### src/rtl/gpio_irq_pkg.sv
package gpio_irq_pkg;

    typedef enum logic [1:0] {
        POL_LOW  = 2'b00,
        POL_HIGH = 2'b01,
        POL_BOTH = 2'b10,
        POL_NONE = 2'b11
    } pol_e;

    typedef struct packed {
        logic lvl_mode;
        pol_e pol;
        logic en;
        logic unmask;
        logic wake_en;
    } pin_cfg_t;

    typedef struct packed {
        logic int_sts;
        logic wake_sts;
    } pin_flags_t;

    function automatic int idx_w(input int n);
        return (n > 1) ? $clog2(n) : 1;
    endfunction

    // Decide whether the current sample is a trigger event.
    function automatic logic trig_hit(input logic lvl_mode, input pol_e pol,
                                      input logic cur, input logic prev,
                                      input logic primed);
        logic rise;
        logic fall;
        logic res;
        rise = cur & ~prev & primed;
        fall = ~cur & prev & primed;
        res  = 1'b0;
        if (lvl_mode) begin
            case (pol)
                POL_LOW:  res = ~cur;
                POL_HIGH: res = cur;
                default:  res = 1'b0;
            endcase
        end else begin
            case (pol)
                POL_LOW:  res = fall;
                POL_HIGH: res = rise;
                POL_BOTH: res = rise | fall;
                default:  res = 1'b0;
            endcase
        end
        return res;
    endfunction

endpackage

### src/rtl/gpio_trig_detect.sv
module gpio_trig_detect
    import gpio_irq_pkg::*;
(
    input  logic clk,
    input  logic rst,
    input  logic pin_lvl,
    input  logic lvl_mode,
    input  pol_e pol,
    output logic hit,
    output logic lvl_q
);

    logic primed_q;

    always_ff @(posedge clk) begin
        if (rst) begin
            lvl_q    <= 1'b0;
            primed_q <= 1'b0;
        end else begin
            lvl_q    <= pin_lvl;
            primed_q <= 1'b1;
        end
    end

    always_comb begin
        hit = trig_hit(lvl_mode, pol, pin_lvl, lvl_q, primed_q);
    end


    rsvd_code_silent_chk: assert property (@(posedge clk) disable iff (rst)
        (pol == POL_NONE) |-> !hit);


    no_edge_before_primed_chk: assert property (@(posedge clk) disable iff (rst)
        (!primed_q && !lvl_mode) |-> !hit);

endmodule

### src/rtl/gpio_sts_cell.sv
module gpio_sts_cell
    import gpio_irq_pkg::*;
(
    input  logic       clk,
    input  logic       rst,
    input  logic       hit,
    input  logic       en,
    input  logic       wake_en,
    input  logic       clr_int,
    input  logic       clr_wake,
    output pin_flags_t flags
);

    logic set_int;
    logic set_wake;

    always_comb begin
        set_int  = hit & en;
        set_wake = hit & wake_en;
    end

    always_ff @(posedge clk) begin
        if (rst) begin
            flags <= '0;
        end else begin
            flags.int_sts  <= set_int  | (flags.int_sts  & ~clr_int);
            flags.wake_sts <= set_wake | (flags.wake_sts & ~clr_wake);
        end
    end


    off_no_new_int_chk: assert property (@(posedge clk) disable iff (rst)
        (!en && !flags.int_sts) |=> !flags.int_sts);


    clear_takes_effect_chk: assert property (@(posedge clk) disable iff (rst)
        (clr_int && !(hit && en)) |=> !flags.int_sts);


    event_sets_int_chk: assert property (@(posedge clk) disable iff (rst)
        (hit && en) |=> flags.int_sts);


    event_sets_wake_chk: assert property (@(posedge clk) disable iff (rst)
        (hit && wake_en) |=> flags.wake_sts);

endmodule

### src/rtl/gpio_irq_trigger.sv
module gpio_irq_trigger
    import gpio_irq_pkg::*;
#(
    parameter int NUM_PINS = 4
) (
    input  logic                          clk,
    input  logic                          rst,
    input  logic [NUM_PINS-1:0]           pin_lvl,
    input  logic [NUM_PINS-1:0]           cfg_lvl_mode,
    input  logic [2*NUM_PINS-1:0]         cfg_pol,
    input  logic [NUM_PINS-1:0]           cfg_en,
    input  logic [NUM_PINS-1:0]           cfg_unmask,
    input  logic [NUM_PINS-1:0]           cfg_wake_en,
    input  logic                          clr_we,
    input  logic [idx_w(NUM_PINS)-1:0]    clr_pin,
    input  logic                          clr_int,
    input  logic                          clr_wake,
    output logic [NUM_PINS-1:0]           int_sts,
    output logic [NUM_PINS-1:0]           wake_sts,
    output logic [NUM_PINS-1:0]           pin_sts,
    output logic [NUM_PINS-1:0]           irq_req,
    output logic [NUM_PINS-1:0]           svc_req
);

    for (genvar i = 0; i < NUM_PINS; i++) begin : g_pin
        pin_cfg_t   cfg;
        pin_flags_t flags;
        logic       hit;
        logic       sel;

        always_comb begin
            cfg.lvl_mode = cfg_lvl_mode[i];
            cfg.pol      = pol_e'(cfg_pol[2*i +: 2]);
            cfg.en       = cfg_en[i];
            cfg.unmask   = cfg_unmask[i];
            cfg.wake_en  = cfg_wake_en[i];
            sel          = clr_we && (int'(clr_pin) == i);
        end

        gpio_trig_detect i_detect (
            .clk      (clk),
            .rst      (rst),
            .pin_lvl  (pin_lvl[i]),
            .lvl_mode (cfg.lvl_mode),
            .pol      (cfg.pol),
            .hit      (hit),
            .lvl_q    (pin_sts[i])
        );

        gpio_sts_cell i_sts (
            .clk      (clk),
            .rst      (rst),
            .hit      (hit),
            .en       (cfg.en),
            .wake_en  (cfg.wake_en),
            .clr_int  (sel & clr_int),
            .clr_wake (sel & clr_wake),
            .flags    (flags)
        );

        always_comb begin
            int_sts[i]  = flags.int_sts;
            wake_sts[i] = flags.wake_sts;
            irq_req[i]  = flags.int_sts & cfg.unmask;
            svc_req[i]  = flags.int_sts | flags.wake_sts;
        end


        masked_quiet_chk: assert property (@(posedge clk) disable iff (rst)
            !cfg_unmask[i] |-> !irq_req[i]);


        wake_needs_service_chk: assert property (@(posedge clk) disable iff (rst)
            wake_sts[i] |-> svc_req[i]);
    end

endmodule

### config.mk
export PLATFORM = sky130hd
export DESIGN_NAME = gpio_irq_trigger
export DESIGN_NICKNAME = d
export VERILOG_FILES = /design/src/rtl/gpio_irq_pkg.sv /design/src/rtl/gpio_trig_detect.sv /design/src/rtl/gpio_sts_cell.sv /design/src/rtl/gpio_irq_trigger.sv
export SDC_FILE = /design/constraint.sdc
export NUM_CORES = 1
export LEC_CHECK = 0
export BUFFER_PORTS_ARGS = -buffer_cell sky130_fd_sc_hd__buf_2
export CAP_MARGIN = 20
export CORE_MARGIN = 2
export CORE_UTILIZATION = 47
export CTS_BUF_LIST = sky130_fd_sc_hd__clkbuf_8
export CTS_CLUSTER_SIZE = 8
export DETAILED_ROUTE_END_ITERATION = 10
export GPL_TIMING_DRIVEN = 0
export PLACE_DENSITY = 0.95
export SLEW_MARGIN = 10
export SYNTH_ARGS = -nofsm -noshare
export SYNTH_HDL_FRONTEND = slang
export SYNTH_HIERARCHICAL = 1
export SYNTH_SLANG_ARGS = --single-unit
### constraint.sdc
create_clock -name clk -period 3.1 [get_ports clk]
set_input_delay 0.155 -clock clk [delete_from_list [all_inputs] [get_ports clk]]
set_output_delay 0.155 -clock clk [all_outputs]
set_load 0.01 [all_outputs]
## Word level (Yosys, flattened, before mapping)

Index checks and enable logic that the tools add are counted.

- Equal/unequal tests: 11
- Muxes and demuxes: 13
- Bitwise logic cells: 76
- Reduce and logical (&&, ||, !) cells: 9

Operators with widths:

| operator | count |
|---|---|
| AND 1 bit | 44 |
| inverter 1 bit | 16 |
| OR 1 bit | 16 |
| == test 2 bit (second input constant) | 6 |
| case mux 1 bit (3 select lines) | 4 |
| == test 2 x 1 -> 1 bit (second input constant) | 5 |
| logical NOT 2 bit | 5 |
| case mux 1 bit (2 select lines) | 4 |
| 2-to-1 mux 1 bit | 5 |
| logical AND 1 bit | 4 |

- Bits in registers: 13
- Input port bits: 35
- Output and inout bits: 20
- Logic and storage cells: 122

## Longest topological paths before layout

Gate-level depths: netlist of the first run.

- Depth after elaboration: 8
- Depth in mapped cells: 5

## Hierarchy

Netlist of the first run, hierarchy kept.

Modules (own cells, without submodules):

| module | instances | cells each | area each (um2) | seq. area each (um2) |
|---|---|---|---|---|
| gpio_trig_detect | 4 | 12 | 112.6 | 40.0 |
| gpio_sts_cell | 4 | 8 | 70.1 | 40.0 |
| gpio_irq_trigger | 1 | 16 | 140.1 | 0.0 |

## Worst setup path after synthesis of the first run

Ideal clock, no wire load.

- Path kind: reg2reg
- Start point: register g_pin[0].i_detect.lvl_q
- End point: register g_pin[0].i_sts/flags[1] (netlist name)
- Library setup time: 0.070 ns
- Arrival: 1.013 ns
- Required time: 3.030 ns
- Slack: 2.017 ns
- Stages on the path, launching flop included: 6
- Path buffers: 0
- Clock period less this slack: 1.083 ns
- Path through: dfxtp_1 and3b_1 a21oi_1 o311ai_2 nand2_1 a21oi_1

- Cells in the longest elaborated chain, start to end: 8
- Elaborated cells between the ends (all ways): 10

RTL lines:

| what | RTL line | RTL |
|---|---|---|
| start, declared | gpio_trig_detect.sv:10 | `output logic lvl_q` |
| start signal, assigned | gpio_trig_detect.sv:20 | `lvl_q <= pin_lvl;` |
| inverter 1 bit | gpio_irq_pkg.sv:34 | `rise = cur & ~prev & primed;` |
| AND 1 bit (2 in series) | gpio_irq_pkg.sv:34 |  |
| OR 1 bit | gpio_irq_pkg.sv:47 | `POL_BOTH: res = rise \| fall;` |
| case mux 1 bit (3 select lines) (*) | gpio_irq_pkg.sv:44 | `case (pol)` |
| 2-to-1 mux 1 bit (*) | gpio_irq_pkg.sv:37 | `if (lvl_mode) begin` |
| named net g_pin[0].hit | gpio_irq_trigger.sv:28 | `logic hit;` |
| AND 1 bit (*) | gpio_sts_cell.sv:18 | `set_int = hit & en;` |
| OR 1 bit (*) | gpio_sts_cell.sv:26 | `flags.int_sts <= set_int \| (flags.int_sts & ~clr_int);` |

The timed path passes the listed nets; every way through them passes the cells marked *.
A chain may end at the register's enable or synchronous reset.

## Worst setup path in the final report of the first run

- Start point: register g_pin[3].i_detect.lvl_q
- End point: register g_pin[3].i_sts/flags[1] (netlist name)

- Cells in the longest elaborated chain, start to end: 8
- Elaborated cells between the ends (all ways): 10

RTL lines:

| what | RTL line |
|---|---|
| start, declared | gpio_trig_detect.sv:10 |
| start signal, assigned | gpio_trig_detect.sv:20 |
| inverter 1 bit | gpio_irq_pkg.sv:34 |
| AND 1 bit (2 in series) | gpio_irq_pkg.sv:34 |
| OR 1 bit | gpio_irq_pkg.sv:47 |
| case mux 1 bit (3 select lines) (*) | gpio_irq_pkg.sv:44 |
| 2-to-1 mux 1 bit (*) | gpio_irq_pkg.sv:37 |
| named net g_pin[3].hit | gpio_irq_trigger.sv:28 |
| AND 1 bit (*) | gpio_sts_cell.sv:18 |
| OR 1 bit (*) | gpio_sts_cell.sv:26 |

Marked as above.

==> metrics list, run 1 <==
- Status: finished, final reports clean
* Detailed placement HPWL: 1800 um
* Register-to-Register Setup Slack: 1820 ps
* Overall overflow remaining after global route: 0
* Drt drc: 0
* Number of buffers added by the clock tree synthesis step: 3
- Clock-pin slew on the worst setup and hold paths: 60 ps
- The worst hold path passes through 3 cells.
- Summed over all failing endpoints, the final setup total negative slack is 0 ps.
- The final route contains 924 vias.
* Max-slew headroom: 80.3%
- Top cells by area, synth: dfxtp_1 37%, o311ai_2 7.5%, a21oi_1 6.9%
* Cells after Synth: 96
* Synth warn: 6
- For the worst flop-to-flop path, the logic depth is 5.
* Final Core Density: 70.3%
- Final cycle utilization of the critical path: 41.2%
- Vias in the first global route: 817
- The largest total area in the synthesized netlist belongs to dfxtp_1.
- The core region is 1730 um2.
- Unique cell type count in the Yosys netlist: 16
* Leakage power figure: 0.611 nW
- Cells with a size suffix above 1 make up 47.7% of the layout.
- Post-synthesis async set-or-reset flop share: 0%
* Antenna diode count: 0
- # Post-CTS Setup Buffers: 0
- Synthesized area per cell: 9.07 um2
- At the worst endpoint, the arrival time is 1440 ps.
- Final worst path period need: 1280 ps
- Row Count: 15
* Power density over cell area: 388 nW/um2
* EDFF count, synth: 0
- Number of instances resized during post-cts repair: 0
- For hold timing, the worst endpoint is g_pin[1].i_sts/flags[1].
- Routability Congestion: 0.645
- In this run the worst path has a maximum fanout of 4.
* Die Height: 47.0 um
- Clock skew on the completed layout was measured at 0.550 ps.
* Max-capacitance violation count: 0
* Final count of negative-setup-slack endpoints: 0
- Hold buffer count at cts: 0
- The first detailed-routing pass took 5 iterations.
* #FFs+latches synth: 16
- Dividing the detail-routed via count by the number of cells gives 5.19.
- Net Count, Synth: 131
* Category of the most critical setup path: flip-flop to flip-flop
- In the synthesized netlist the dominant register cell turns out to be dfxtp_1.
* Worst-skew pair later-pin latency: 250 ps
- Post-synthesis instance area: 871 um2
* Worst ir drop on vdd: 394 uV
- Of the synthesized area, sequential elements account for 36.8%.
* Wire length reported by the detailed router: 2210 um
- The worst setup path is captured at a flip-flop.
* Max-slew violation count: 0
- The initial utilization of the core area, before any placement, comes to 50.4%.
- Setup repair after global routing left no endpoint under its margin.
- Worst hold start: cfg_en[1]
- Wire length of the first global-routing pass: 3160 um
- The initial antenna violation count was 0.
- Layout overhead on the synthesized area: 39.4%
- Maximum number of pins on one net before global-route repair: 17
* Count of clock tree sinks: 16
- Number of routed nets with antenna violations: 0
- Area share of the leading cell type in the synthesized netlist: 36.8%
- After detailed routing, the average wire length per cell comes to 12.4 um.
- Commonest cells in the synthesized netlist: 16 x dfxtp_1, 12 x a21oi_1
- The hold violation count in the final report was 0.
- During I/O placement, the number of pins put on the boundary was 55.
- The floorplan step set the die width to 47.0 um.
* H-tree depth: 1
* Worst slew pin tran: 292 ps
* Maximum buffer depth of the clock tree: 2
* Worst Path Required: 3270 ps
- CTS tree: yes
- Total Nets Final: 190
* Most frequent cell after synthesis: dfxtp_1
- Global-route usage over all layers: 20.6%
* Source of the worst register-to-register timing path: g_pin[3].i_detect/lvl_q
- After the first detailed-routing iteration, the DRC count stood at 11.
- Startpoint type of the worst setup path: flip-flop
* Capture point of the worst reg-to-reg path: g_pin[3].i_sts/flags[1]
* Tightest Hold Check Type: input pin to flip-flop
* Max frequency: 784 MHz
- Post-detailed-placement cell area: 1170 um2
- Clock tree synthesis selected as its root buffer the cell clkbuf_8.
- Die Outline Area: 2210 um2
- With fillers left out, the area of the finished cells amounts to 1210 um2.
- Total of buffers placed on input and output ports: 54
## state kept, by name (all words and copies together), names as in the netlist
register / flops
g_pin.i_detect/lvl_q: 4
g_pin.i_detect/primed_q: 4
g_pin.i_sts/flags: 8
## report_power, final
part	total [W]	internal [W]	switching, W
registers	0.000225	0.000217	0.00000833
logic	0.0000941	0.0000480	0.0000462
clock network	0.000152	0.0000861	0.0000658
## through the flow
step	hold slack, ps	cells	power, W	setup WS [ps]
final	144	178	0.000471	1820
after global routing	152	178	0.000495	1730
after CTS	139	178	0.000476	1840
after detailed placement	403	175	0.000324	1890
after global placement	408	175	0.000318	2000
after floorplan	212	96	0.000271	2020
## cell usage in the layout, fill, tap and decap left out, drive strengths merged
| cell type | n |
|---|---|
| and2 | 4 |
| dfxtp | 16 |
| nand3 | 4 |
| a21oi | 12 |
| and4bb | 2 |
| o2111ai | 4 |
| inv | 8 |
| clkbuf | 3 |
| and4 | 2 |
| and4b | 4 |
| nor4b | 4 |
| nor2b | 8 |
| or2 | 4 |
| nand2 | 8 |
| and3b | 4 |
| buf | 54 |
| o311ai | 4 |
| nand2b | 8 |
## layer usage
layer	vias up	GRT usage (%)	share of wire, %
li1	467	-	-
met5	-	0	0
met4	0	8.33	1.9
met2	37	40.5	53
met1	414	19.0	38
met3	6	6.92	6.7
## worst max-delay path, cell delays in order, from the launching register on
cell and delay (ps):
dfxtp_1 330, nor4b_1 340, nand3_1 130, o311ai_2 90, nand2_1 110, a21oi_1 190
## cells by family after synthesis
kind of cell,synth area share [%]
buf+inv,3.45
compound gates,18.4
flops,36.8
simple gates,41.4
## worst max path at each step
stage / start / to / slack (ps) / cells past startpoint
2_1_floorplan: g_pin[0].i_detect/lvl_q / g_pin[0].i_sts/flags[1] / 2020 / 5
3_3_place_gp: g_pin[2].i_detect/lvl_q / g_pin[2].i_sts/flags[1] / 2000 / 5
3_5_place_dp: g_pin[3].i_detect/lvl_q / g_pin[3].i_sts/flags[1] / 1890 / 5
4_1_cts: g_pin[3].i_detect/lvl_q / g_pin[3].i_sts/flags[1] / 1840 / 5
5_1_grt: g_pin[2].i_detect/lvl_q / g_pin[2].i_sts/flags[1] / 1730 / 5
6_report: g_pin[3].i_detect/lvl_q / g_pin[3].i_sts/flags[1] / 1820 / 5
## cell type report
cell class | count | area [um2]
fill | 156 | 513
multi-input combinational | 72 | 520
clock buffer | 3 | 41.3
timing repair buffer | 54 | 270
tap | 25 | 31.3
inverter | 8 | 30.0
sequential | 16 | 320
Power figures use the tool's default switching activity.
==> run 2: changes to the inputs <==
--- a/config.mk
+++ b/config.mk
@@ -8,12 +8,12 @@
 export BUFFER_PORTS_ARGS = -buffer_cell sky130_fd_sc_hd__buf_2
 export CAP_MARGIN = 20
 export CORE_MARGIN = 2
-export CORE_UTILIZATION = 47
+export CORE_UTILIZATION = 39
 export CTS_BUF_LIST = sky130_fd_sc_hd__clkbuf_8
 export CTS_CLUSTER_SIZE = 8
 export DETAILED_ROUTE_END_ITERATION = 10
 export GPL_TIMING_DRIVEN = 0
-export PLACE_DENSITY = 0.95
+export PLACE_DENSITY = 0.85
 export SLEW_MARGIN = 10
 export SYNTH_ARGS = -nofsm -noshare
 export SYNTH_HDL_FRONTEND = slang
==> constraint.sdc (replaced) <==
create_clock -name clk -period 1 [get_ports clk]
set_input_delay 0.05 -clock clk [delete_from_list [all_inputs] [get_ports clk]]
set_output_delay 0.05 -clock clk [all_outputs]
set_load 0.01 [all_outputs]
==> run 2 against run 1 <==
Net effect: the run now ends with setup timing left; routed wire length is 8.6% higher; clock power grew to 3.8 times the previous value; maximum frequency rose by 7.1%; critical path type unchanged.
==> metrics list, run 2 (synthesized netlist as in run 1, its figures left out) <==
* Status: finished, violations left
* Violated checks: setup timing
* IO Pins: 55 (unchanged)
* Largest registers: g_pin.i_sts/flags: 8 flops, g_pin.i_detect/lvl_q: 4 flops, g_pin.i_detect/primed_q: 4 flops
* Max FFs per register: 8 (unchanged)
* Count of clock tree sinks: 16 (unchanged)
- The detailed-routing iteration count for the pre-antenna-repair pass came to 4 (-1).
* Post-detailed-placement cell area: 1220 um2 (+3.7%)
- The clock transition at the register clock pins on the worst setup and hold paths after CTS was 60 ps (about the same).
- R2R cell count: 5 (unchanged)
- Source of the worst register-to-register timing path: g_pin[3].i_detect/lvl_q
- STA classifies the critical path endpoint as a flip-flop.
- The worst hold path begins at cfg_wake_en[3].
- The maximum vdd ir drop is 880 uV (+120%).
- Count of placed standard cells including taps: 178 (+1.7%)
- The actual transition at the worst max-transition pin was 322 ps (+30.3 ps).
- The detailed placer's ending HPWL is 1690 um (-6.2%).
* Die Outline Area: 2630 um2 (+19%)
- The insertion delay to the later sink of the worst-skew pair was 250 ps (about the same).
* Worst slack at placement: -124 ps (-2020 ps)
- The number of clock buffers inserted by TritonCTS is 3 (unchanged).
* Register-to-Register Setup Slack: -190 ps (-2020 ps)
- The library cell used most frequently in the layout, excluding fill and tap cells, is buf_2.
* Non-filler instance count after layout: 191 (+7.3%)
- The total non-filler cell area in the finished layout is 1450 um2 (+19%).
- Clock root buffer: clkbuf_8
* Total Nets Final: 199 (+4.7%)
* Layout overhead on the synthesized area: 65.9%
- H-tree depth: 1 (unchanged)
- The ratio of final minimum period to clock period is 119% (+78 points).
- The slack of the critical path was -192 ps (-2020 ps).
- The path with the worst hold slack has its endpoint at g_pin[3].i_sts/flags[0].
* Post-DR vias/cell: 5.07 (-2.4%)
* Worst Path Required: 1190 ps (-2080 ps)
- The count of standard-cell rows came to 17 (+2).
- The hold-critical path depth came to 3 (unchanged).
- The number of input and output port buffers inserted is 54 (unchanged).
* Post-layout total power: 0.00166 W (+250%)
* Layout cell share with drive strength beyond 1: 65.0% (+17 points)
* Total number of vias: 968 (+4.8%)
- Max frequency: 839 MHz (+7.1%)
* Vias in the first global route: 919 (+12%)
- Placeable core area: 2170 um2 (+26%)
* Maximum number of pins on one net before global-route repair: 17 (unchanged)
- The min-delay analysis places its worst path in the category input pin to flip-flop.
- Capture point of the worst reg-to-reg path: g_pin[3].i_sts/flags[1]
* Antenna violations before repair: 0 (unchanged)
- Leakage power figure: 0.696 nW (+14%)
- Routability Congestion: 0.660 (+2.4%)
* Final Hold Fails: 0 (unchanged)
* Wire length of the first global-routing pass: 3640 um (+15%)
- Drt drc: 0 (unchanged)
- Number of routed nets with antenna violations: 0 (unchanged)
- The post-detailed-routing wire length came to 2400 um (+8.6%).
* Crit path max fanout: 4 (unchanged)
* Starting utilization of the core area: 40.1% (-10 points)
* Crit path arrival time: 1380 ps (-60 ps)
* DR iter-0 viols: 7 (-4)
- Final count of negative-setup-slack endpoints: 8 (+8)
- Largest Register: g_pin.i_sts/flags
- The max-capacitance violation count was 0 (unchanged).
- The final count of pins violating max slew came to 0 (unchanged).
* Power density over cell area: 1150 nW/um2 (+200%)
* Die Wd: 51.3 um (+8.9%)
* Final worst path period need: 1190 ps (-84.3 ps)
- Per-cell routed wire length: 12.6 um (+1.3%)
- Max-slew headroom: 78.5% (-1.7 points)
- The sum of overflow across all layers after global routing is 0 (unchanged).
* Die Height: 51.3 um (+8.9%)
- The worst setup path is of the flip-flop to flip-flop kind.
- Worst Clk Skew: 3.22 ps (+2.67 ps)
- Global-route usage over all layers: 18.2% (-2.4 points)
- The number of inserted diodes is 0 (unchanged).
- Maximum buffer depth of the clock tree: 2 (unchanged)
* CTS tree: yes
- Setup repair after global routing could not meet its margin everywhere.
- Hold WS: 28.0 ps (-116 ps)
- Startpoint type of the worst setup path: flip-flop
-- run 2: area by class of cell --
cell class                 instances  area, um2
fill                             188        724
multi-input combinational         72        597
timing repair buffer              63        383
sequential                        16        345
clock buffer                       4       55.1
tap                               28       35.0
inverter                           8       30.0
-- run 2: routing by layer --
| metal | global-route usage (%) | wire, um |
|---|---|---|
| met1 | 19.1 | 942 |
| met3 | 4.39 | 129 |
| met4 | 5.26 | 10 |
| met2 | 35.3 | 1320 |
| met5 | 0 | 0 |
-- run 2: per-stage QoR --
stage	util [%]	TNS [ps]
finish	66.6	-1110
global route	66.6	-1800
CTS	62.3	-1020
global placement	56.1	-482
floorplan	-	-235
detailed placement	56.1	-813
-- run 2: worst max-delay path: stages, from the launching register on --
cell,delay (ps)
dfxtp_4,360
and3b_1,180
a21oi_2,50
o311ai_2,320
nand2_1,110
a21oi_2,110
-- run 2: how the worst max path moves through the flow --
stage,from,endpoint,cells after the start
finish,g_pin[3].i_detect/lvl_q,g_pin[3].i_sts/flags[1],5
global route,g_pin[3].i_detect/lvl_q,g_pin[3].i_sts/flags[1],5
CTS,g_pin[0].i_detect/lvl_q,g_pin[0].i_sts/flags[1],5
detailed placement,g_pin[0].i_detect/lvl_q,g_pin[0].i_sts/flags[1],5
global placement,g_pin[2].i_detect/lvl_q,g_pin[2].i_sts/flags[1],5
floorplan,g_pin[0].i_detect/lvl_q,g_pin[0].i_sts/flags[0],5
-- run 2: power by group --
part           internal [W]  leakage, nW  switching (W)
registers          0.000671        0.138      0.0000281
clock network      0.000350       0.0288       0.000226
logic              0.000214        0.530       0.000169
total               0.00124        0.696       0.000423
-- run 2: what timing repair did --
item	4_1_cts	5_1_grt
gates resized for setup	13	16
endpoints found under the hold margin	0	0
hold buffers	0	0
pin swaps	3	11
setup buffers	4	5
endpoints found under the setup margin	12	14
